==> src/rtl/i2c_ctl_buf_pkg.sv <==
package i2c_ctl_buf_pkg;
  localparam int unsigned ADDR_W = 2;

  typedef enum logic [ADDR_W-1:0] {
    REG_DATA   = 2'd0,
    REG_CTRL   = 2'd1,
    REG_STATUS = 2'd2,
    REG_SPARE  = 2'd3
  } reg_sel_e;

  // control register bit positions
  localparam int unsigned CTL_TXIE  = 3;
  localparam int unsigned CTL_NAK   = 2;
  localparam int unsigned CTL_FLUSH = 1;
  // status register bit positions
  localparam int unsigned STS_EMPTY = 0;
endpackage

==> src/rtl/i2c_ctl_buf_rst.sv <==
module i2c_ctl_buf_rst #(
  parameter int unsigned STAGES = 2
) (
  input  logic clk,
  input  logic rst_n_in,
  output logic rst_n_out
);
  logic [STAGES-1:0] sync_q;

  always_ff @(posedge clk or negedge rst_n_in) begin
    if (!rst_n_in) sync_q <= '0;
    else           sync_q <= {sync_q[STAGES-2:0], 1'b1};
  end

  assign rst_n_out = sync_q[STAGES-1];
endmodule

==> src/rtl/i2c_ctl_buf_data.sv <==
module i2c_ctl_buf_data #(
  parameter int unsigned DATA_W = 8
) (
  input  logic              clk,
  input  logic              rst_n,
  input  logic              flush,
  input  logic              cpu_load,
  input  logic [DATA_W-1:0] cpu_byte,
  input  logic              rx_load,
  input  logic [DATA_W-1:0] rx_byte,
  input  logic              tx_take,
  output logic [DATA_W-1:0] data_q,
  output logic              empty_q
);
  logic [DATA_W-1:0] data_d;
  logic              empty_d;
  logic              data_en;
  logic              empty_en;

  always_comb begin
    data_d   = data_q;
    empty_d  = empty_q;
    data_en  = flush | cpu_load | rx_load;
    empty_en = flush | cpu_load | tx_take;
    if (flush) begin
      data_d  = '0;
      empty_d = 1'b1;
    end else if (cpu_load) begin
      data_d  = cpu_byte;
      empty_d = 1'b0;
    end else begin
      if (rx_load) data_d  = rx_byte;
      if (tx_take) empty_d = 1'b1;
    end
  end

  always_ff @(posedge clk or negedge rst_n) begin
    if (!rst_n) begin
      data_q  <= '0;
      empty_q <= 1'b1;
    end else begin
      if (data_en)  data_q  <= data_d;
      if (empty_en) empty_q <= empty_d;
    end
  end

  a_r9_flush_empties: assert property (@(posedge clk) disable iff (!rst_n)
    flush |=> (empty_q && data_q == '0));
  a_r2_load_clears_empty: assert property (@(posedge clk) disable iff (!rst_n)
    (cpu_load && !flush) |=> (!empty_q && data_q == $past(cpu_byte)));
  a_r3_take_sets_empty: assert property (@(posedge clk) disable iff (!rst_n)
    (tx_take && !cpu_load && !flush) |=> empty_q);
  a_r4_rx_keeps_empty: assert property (@(posedge clk) disable iff (!rst_n)
    (rx_load && !cpu_load && !flush && !tx_take) |=> $stable(empty_q));
endmodule

==> src/rtl/i2c_ctl_buf_ctrl.sv <==
module i2c_ctl_buf_ctrl (
  input  logic clk,
  input  logic rst_n,
  input  logic ctrl_wr,
  input  logic wr_txie,
  input  logic wr_nak,
  input  logic nak_sent,
  input  logic enable,
  output logic txie_q,
  output logic nak_q
);
  logic txie_d, nak_d;
  logic nak_clr;

  always_comb begin
    nak_clr = nak_sent | ~enable;
    txie_d  = ctrl_wr ? wr_txie : txie_q;
    nak_d   = nak_q;
    if (nak_clr)                nak_d = 1'b0;
    else if (ctrl_wr && wr_nak) nak_d = 1'b1;
  end

  always_ff @(posedge clk or negedge rst_n) begin
    if (!rst_n) begin
      txie_q <= 1'b0;
      nak_q  <= 1'b0;
    end else begin
      txie_q <= txie_d;
      nak_q  <= nak_d;
    end
  end

  a_r6_nak_set: assert property (@(posedge clk) disable iff (!rst_n)
    (ctrl_wr && wr_nak && enable && !nak_sent) |=> nak_q);
  a_r7_nak_sticky: assert property (@(posedge clk) disable iff (!rst_n)
    (nak_q && enable && !nak_sent) |=> nak_q);
  a_r8_nak_autoclear: assert property (@(posedge clk) disable iff (!rst_n)
    (nak_sent || !enable) |=> !nak_q);
endmodule

==> src/rtl/i2c_ctl_buf.sv <==
module i2c_ctl_buf
  import i2c_ctl_buf_pkg::*;
#(
  parameter int unsigned DATA_W    = 8,
  parameter int unsigned RST_SYNC  = 2
) (
  input  logic              clk,
  input  logic              rst_n,
  input  logic              cpu_wr,
  input  logic [ADDR_W-1:0] cpu_addr,
  input  logic [DATA_W-1:0] cpu_wdata,
  output logic [DATA_W-1:0] cpu_rdata,
  input  logic              eng_tx_taken,
  input  logic              eng_rx_valid,
  input  logic [DATA_W-1:0] eng_rx_byte,
  input  logic              eng_nak_sent,
  input  logic              eng_enable,
  output logic [DATA_W-1:0] tx_byte,
  output logic              tx_empty,
  output logic              irq,
  output logic              nak_next
);
  logic     srst_n;
  logic     wr_data, wr_ctrl, flush;
  logic     txie_q, nak_q;
  reg_sel_e sel;

  i2c_ctl_buf_rst #(.STAGES(RST_SYNC)) u_rst (
    .clk(clk), .rst_n_in(rst_n), .rst_n_out(srst_n)
  );

  always_comb begin
    sel     = reg_sel_e'(cpu_addr);
    wr_data = cpu_wr && (sel == REG_DATA);
    wr_ctrl = cpu_wr && (sel == REG_CTRL);
    flush   = wr_ctrl && cpu_wdata[CTL_FLUSH];
  end

  i2c_ctl_buf_data #(.DATA_W(DATA_W)) u_data (
    .clk(clk), .rst_n(srst_n), .flush(flush),
    .cpu_load(wr_data), .cpu_byte(cpu_wdata),
    .rx_load(eng_rx_valid), .rx_byte(eng_rx_byte),
    .tx_take(eng_tx_taken), .data_q(tx_byte), .empty_q(tx_empty)
  );

  i2c_ctl_buf_ctrl u_ctrl (
    .clk(clk), .rst_n(srst_n), .ctrl_wr(wr_ctrl),
    .wr_txie(cpu_wdata[CTL_TXIE]), .wr_nak(cpu_wdata[CTL_NAK]),
    .nak_sent(eng_nak_sent), .enable(eng_enable),
    .txie_q(txie_q), .nak_q(nak_q)
  );

  assign irq      = txie_q & tx_empty;
  assign nak_next = nak_q;

  always_comb begin
    cpu_rdata = '0;
    unique case (sel)
      REG_DATA:   cpu_rdata = tx_byte;
      REG_CTRL: begin
        cpu_rdata[CTL_TXIE] = txie_q;
        cpu_rdata[CTL_NAK]  = nak_q;
      end
      REG_STATUS: cpu_rdata[STS_EMPTY] = tx_empty;
      default:    cpu_rdata = '0;
    endcase
  end

  a_r5_irq_needs_empty: assert property (@(posedge clk) disable iff (!srst_n)
    irq |-> tx_empty);
  a_r10_flush_beats_engine: assert property (@(posedge clk) disable iff (!srst_n)
    (flush && (eng_rx_valid || eng_tx_taken)) |=> (tx_empty && tx_byte == '0));
endmodule

==> config.mk <==
export PLATFORM = sky130hd
export DESIGN_NAME = i2c_ctl_buf
export DESIGN_NICKNAME = d
export VERILOG_FILES = /design/src/rtl/i2c_ctl_buf_pkg.sv /design/src/rtl/i2c_ctl_buf_rst.sv /design/src/rtl/i2c_ctl_buf_data.sv /design/src/rtl/i2c_ctl_buf_ctrl.sv /design/src/rtl/i2c_ctl_buf.sv
export SDC_FILE = /design/constraint.sdc
export NUM_CORES = 1
export LEC_CHECK = 0
export BUFFER_PORTS_ARGS = -buffer_cell sky130_fd_sc_hd__buf_4
export CAP_MARGIN = 40
export CORE_UTILIZATION = 30
export CTS_BUF_LIST = sky130_fd_sc_hd__clkbuf_16
export DETAILED_ROUTE_END_ITERATION = 7
export HOLD_SLACK_MARGIN = 0.08
export PLACE_DENSITY = 0.65
export REMOVE_ABC_BUFFERS = 1
export SETUP_SLACK_MARGIN = 0.1
export SLEW_MARGIN = 20
export SYNTH_ARGS = -nofsm -noshare
export SYNTH_HDL_FRONTEND = slang
export SYNTH_SLANG_ARGS = --single-unit
export TNS_END_PERCENT = 20
==> constraint.sdc <==
create_clock -name clk -period 0.8 [get_ports clk]
set_input_delay 0.04 -clock clk [delete_from_list [all_inputs] [get_ports clk]]
set_output_delay 0.04 -clock clk [all_outputs]
set_load 0.03 [all_outputs]
Word-level counts from Yosys, hierarchy flattened --
Cells that the tools add are included. W data, S select, Z words.
Word-level totals: register bits after elaboration 13, output and inout port bits 19, word-level logic and storage cells 35
Cells by class: equality and inequality tests 2, muxes and demuxes 12, bitwise operators 6, reduce and logical (&&, ||, !) cells 10
Operators with widths (count):
- $mux W8 | 3
- $mux W1 | 6
- $reduce_bool A3 Y1 | 2
- $logic_and A1 B1 Y1 | 4
- $mux W4 | 1
- $or A1 B1 Y1 | 4
- $pmux W2 S2 | 1
- $reduce_and A2 Y1 | 2
- $eq A2 B1 Y1 const B | 1
- $eq A2 B2 Y1 const B | 1
- $logic_not A2 Y1 | 1
- $pmux W1 S2 | 1
- $reduce_bool A2 Y1 | 1
- $and A1 B1 Y1 | 1
- $not A1 Y1 | 1

Longest topological paths before layout --
depth after elaboration 6, mapped depth 5, mapped depth without buffers 3

By module --
Synthesis repeated with hierarchy kept, for this count alone.
Second synthesis, totals: cells, all modules 64, area, all modules 699.4 µm²
Modules (own cells, without submodules):
- i2c_ctl_buf_data | times used 1, cells an instance 39, area an instance 451.7 µm², seq. area each 226.5 µm²
- i2c_ctl_buf | times used 1, cells an instance 17, area an instance 111.4 µm², seq. area each 0.0 µm²
- i2c_ctl_buf_ctrl | times used 1, cells an instance 5, area an instance 82.6 µm², seq. area each 50.0 µm²
- i2c_ctl_buf_rst | times used 1, cells an instance 3, area an instance 53.8 µm², seq. area each 50.0 µm²

Worst setup path before layout --
No wires, ideal clock.
path kind flip-flop to output port, start point register u_data.empty_q, end point output port cpu_rdata[0], arrival time 1.133 ns, setup slack -0.373 ns, stages on the path, launching flop included 3, buffers on the path 0, cell sequence dfstp_2 > mux2i_1 > nor2_1
Between the ends: longest elaborated chain between the ends 1
Ends and longest elaborated chain:
- from (decl) | RTL line i2c_ctl_buf_data.sv:13 | output logic empty_q
- from (signal assigned) | RTL line i2c_ctl_buf_data.sv:43 | if (empty_en) empty_q <= empty_d;
- $pmux W1 S2 | RTL line i2c_ctl_buf.sv:58 | unique case (sel)
- to (decl) | RTL line i2c_ctl_buf.sv:12 | output logic [DATA_W-1:0] cpu_rdata,
Every way passes these cells.

Worst setup path in the final report --
Same ends and word-level chain as after synthesis.

==> qor.yml <==
hold_buffers: 1
netlist_area_um2: 722
synth_ff_type: "dfrtp_1"
finalNonFillerCells: 165
design_area_mm2: 0.00140
yosys.area_share.simple_pct: 24.4
vdd_drop_max_uv: 1320
fp.coreArea_mm2: 0.00223
dr.pass1.iters: 4
synth_xor_area_share_pct: 0
root_buffer: "clkbuf_16"
setup_slack_ps: -397
grt_usage_pct: 19.9
failed_checks: "hold timing, setup timing"
wl_per_cell_um: 13.8
yosysTopAreaCell: "dfrtp_1"
ys_ff_latch: 13
fin_util_pct: 62.7
gp_congestion: 0.794
synth_cell_type_count: 23
vias: 805
synth-compound-area-share_pct: 16.5
drt_drc_violations_left: 0
die_width_um: 51.1
drt_iter0_drc: 7
antenna_found_initial: 0
status: "finished, violations left"
cts_max_level: 1
grt_pass1_vias: 811
grt.overflow.total: 0
finClkSkew_ps: 4.00
clockBufferDepth: 2
portBuffers: 43
drive_gt1_share_pct: 56.2
rows: 17
min_period_ps: 1200
start_kind: "flop"
clk_pin_slew_worst_paths_ps: 50
dp.cells: 155
die_area_mm2: 0.00261
worst-endpoint-required_ps: 760
setup_viol: 25
cp_max_fo: 3
grt_max_degree: 14
clock-sinks: 13
synth_top_cells_by_count: "dfrtp_1, and2_1, mux2i_1, nor2b_1"
drtAntennaViolNets: 0
synthArstFlopShare_pct: 100
maxClockFrequency_mhz: 835
synth_mux_area_share_pct: 9.88
holdWs_ps: -50.4
placed_cell_area_mm2: 0.00118
rsz0062_at_grt: "yes"
synthCells: 71
insertedDiodeCount: 0
critPathCaptureType: "output port"
crit_slowest_cell: "dfstp_2"
cts_tree: "done"
grt_pass1_wl_mm: 3.75
wl_mm: 2.27
area_growth_pct: 93.9
numCtsBuffers: 3
die-height_um: 51.1
synth_edf_count: 0
period_share_pct: 150
nFillCells: 183
ys_seq_area_share_pct: 45.2
post-place-ws_ps: -255
synthTopCellsByArea: "dfrtp_1, mux2i_1, o32a_1"
synth.most_common_cell: "dfrtp_1"
drv_slew: 0
finalHoldViolCount: 1
max_stage_delay_ps: 540
insertion_delay_ps: 240
synth_top_area_share_pct: 41.6
detailed_place_hpwl_mm: 1.61
drv_cap: 0
powerDensity_mw_per_mm2: 1840
worstPathCellList: "mux2i_1 > nor2_1 > buf_4"
critPathKind: "reg -> out"
vias_per_cell: 4.88
avgSynthCellArea_um2: 10.2
synth_fa_ha_area_share_pct: 0
ys_warn_count: 0
layout.nets: 163
worstPathArrival_ps: 1160
p_leak_nw: 0.722
synth_top_family_by_area: "simple AND/OR/NAND/NOR gates"
start_util_pct: 32.3
min_path_type: "in -> reg"
ios: 44
==> through the flow <==
stage	total power, W	hold WS (ps)	setup TNS (ps)
final	0.00258	-50.4	-3840
after global routing	0.00269	-53.4	-4560
after CTS	0.00256	-51.7	-3450
after detailed placement	0.00154	-176	-2390
after global placement	0.00153	-177	-2110
after floorplan	0.00115	-256	-2950
==> worst max-delay path, delay by kind of cell (launching register included) <==
family / cells / cell delay [ps]
AND/OR/NAND/NOR: 1 / 120
multiplexers: 1 / 70
buffers and inverters: 1 / 180
flip-flops: 1 / 540
==> path summary, 6_finish.rpt <==
kind,startpoint,to,slack (ps),depth (start not counted)
worst max-delay path,u_data.empty_q,cpu_rdata[0],-400,3
worst min-delay path,eng_nak_sent,u_ctrl.nak_q,-50,2
worst max register to register,u_data.data_q[2],u_data.data_q[2],-220,3
worst min register to register,u_rst.sync_q[1],u_data.data_q[3],150,1
max in group asynchronous,u_rst.sync_q[1],u_data.empty_q,420,1
min in group asynchronous,rst_n,u_rst.sync_q[0],140,2
==> cell usage in the layout (no fill, tap or decap), drive strengths merged, types with 3 or more instances in the layout <==
master | Yosys | routed
mux2i | 6 | 6
nand2 | 4 | 4
a21oi | 5 | 5
dfrtp | 12 | 12
clkbuf | 1 | 3
nor2b | 6 | 6
o32a | 5 | 5
and3 | 5 | 5
o211a | 3 | 3
buf | 3 | 65
and2 | 7 | 7
nor2 | 5 | 5
==> metal layers <==
layer / GRT usage (%) / share of wire (%) / wire length [um] / vias to the layer above
met5: 0 / 0 / 0 / -
met4: 11.1 / 2.1 / 48 / 0
met3: 2.98 / 5.5 / 126 / 4
met2: 32.7 / 49 / 1110 / 31
met1: 24.6 / 43 / 988 / 380
li1: - / - / - / 390
==> registers in the layout (all words and copies together) (netlist names) <==
signal and count:
u_data.data_q 8, u_rst.sync_q 2, u_ctrl.nak_q 1, u_ctrl.txie_q 1, u_data.empty_q 1
==> cells by family (layout without fill, tap and decap cells) <==
group | count (synthesis) | count (layout)
AOI/OAI and AO/OA | 15 | 15
buffers and inverters | 4 | 70
DFF | 13 | 13
muxes | 7 | 7
other | 1 | 1
and+or+nand+nor | 31 | 31
==> report_power, final <==
group          internal, W  total [W]  switching [W]
clock network     0.000659   0.000931       0.000273
logic             0.000454   0.000862       0.000407
registers         0.000733   0.000789      0.0000556
total              0.00185    0.00258       0.000736
==> final cells by class <==
cell class | count | area, um2 | share of cell area [%]
Timing Repair Buffer | 66 | 562 | 40.1
Tap cell | 28 | 35.0 | 2.50
Clock buffer | 3 | 75.1 | 5.36
Multi-Input combinational cell | 54 | 398 | 28.4
Sequential cell | 13 | 327 | 23.3
Clock inverter | 1 | 3.75 | 0.268
==> repair_timing <==
action	in CTS	in global routing
buffers inserted	3	2
gates resized for setup	19	5
hold endpoints to repair	8	5
endpoints found under the setup margin	30	30
gates cloned	0	0
pin swaps	5	1
No activity file was read; power rests on OpenSTA's default activity.
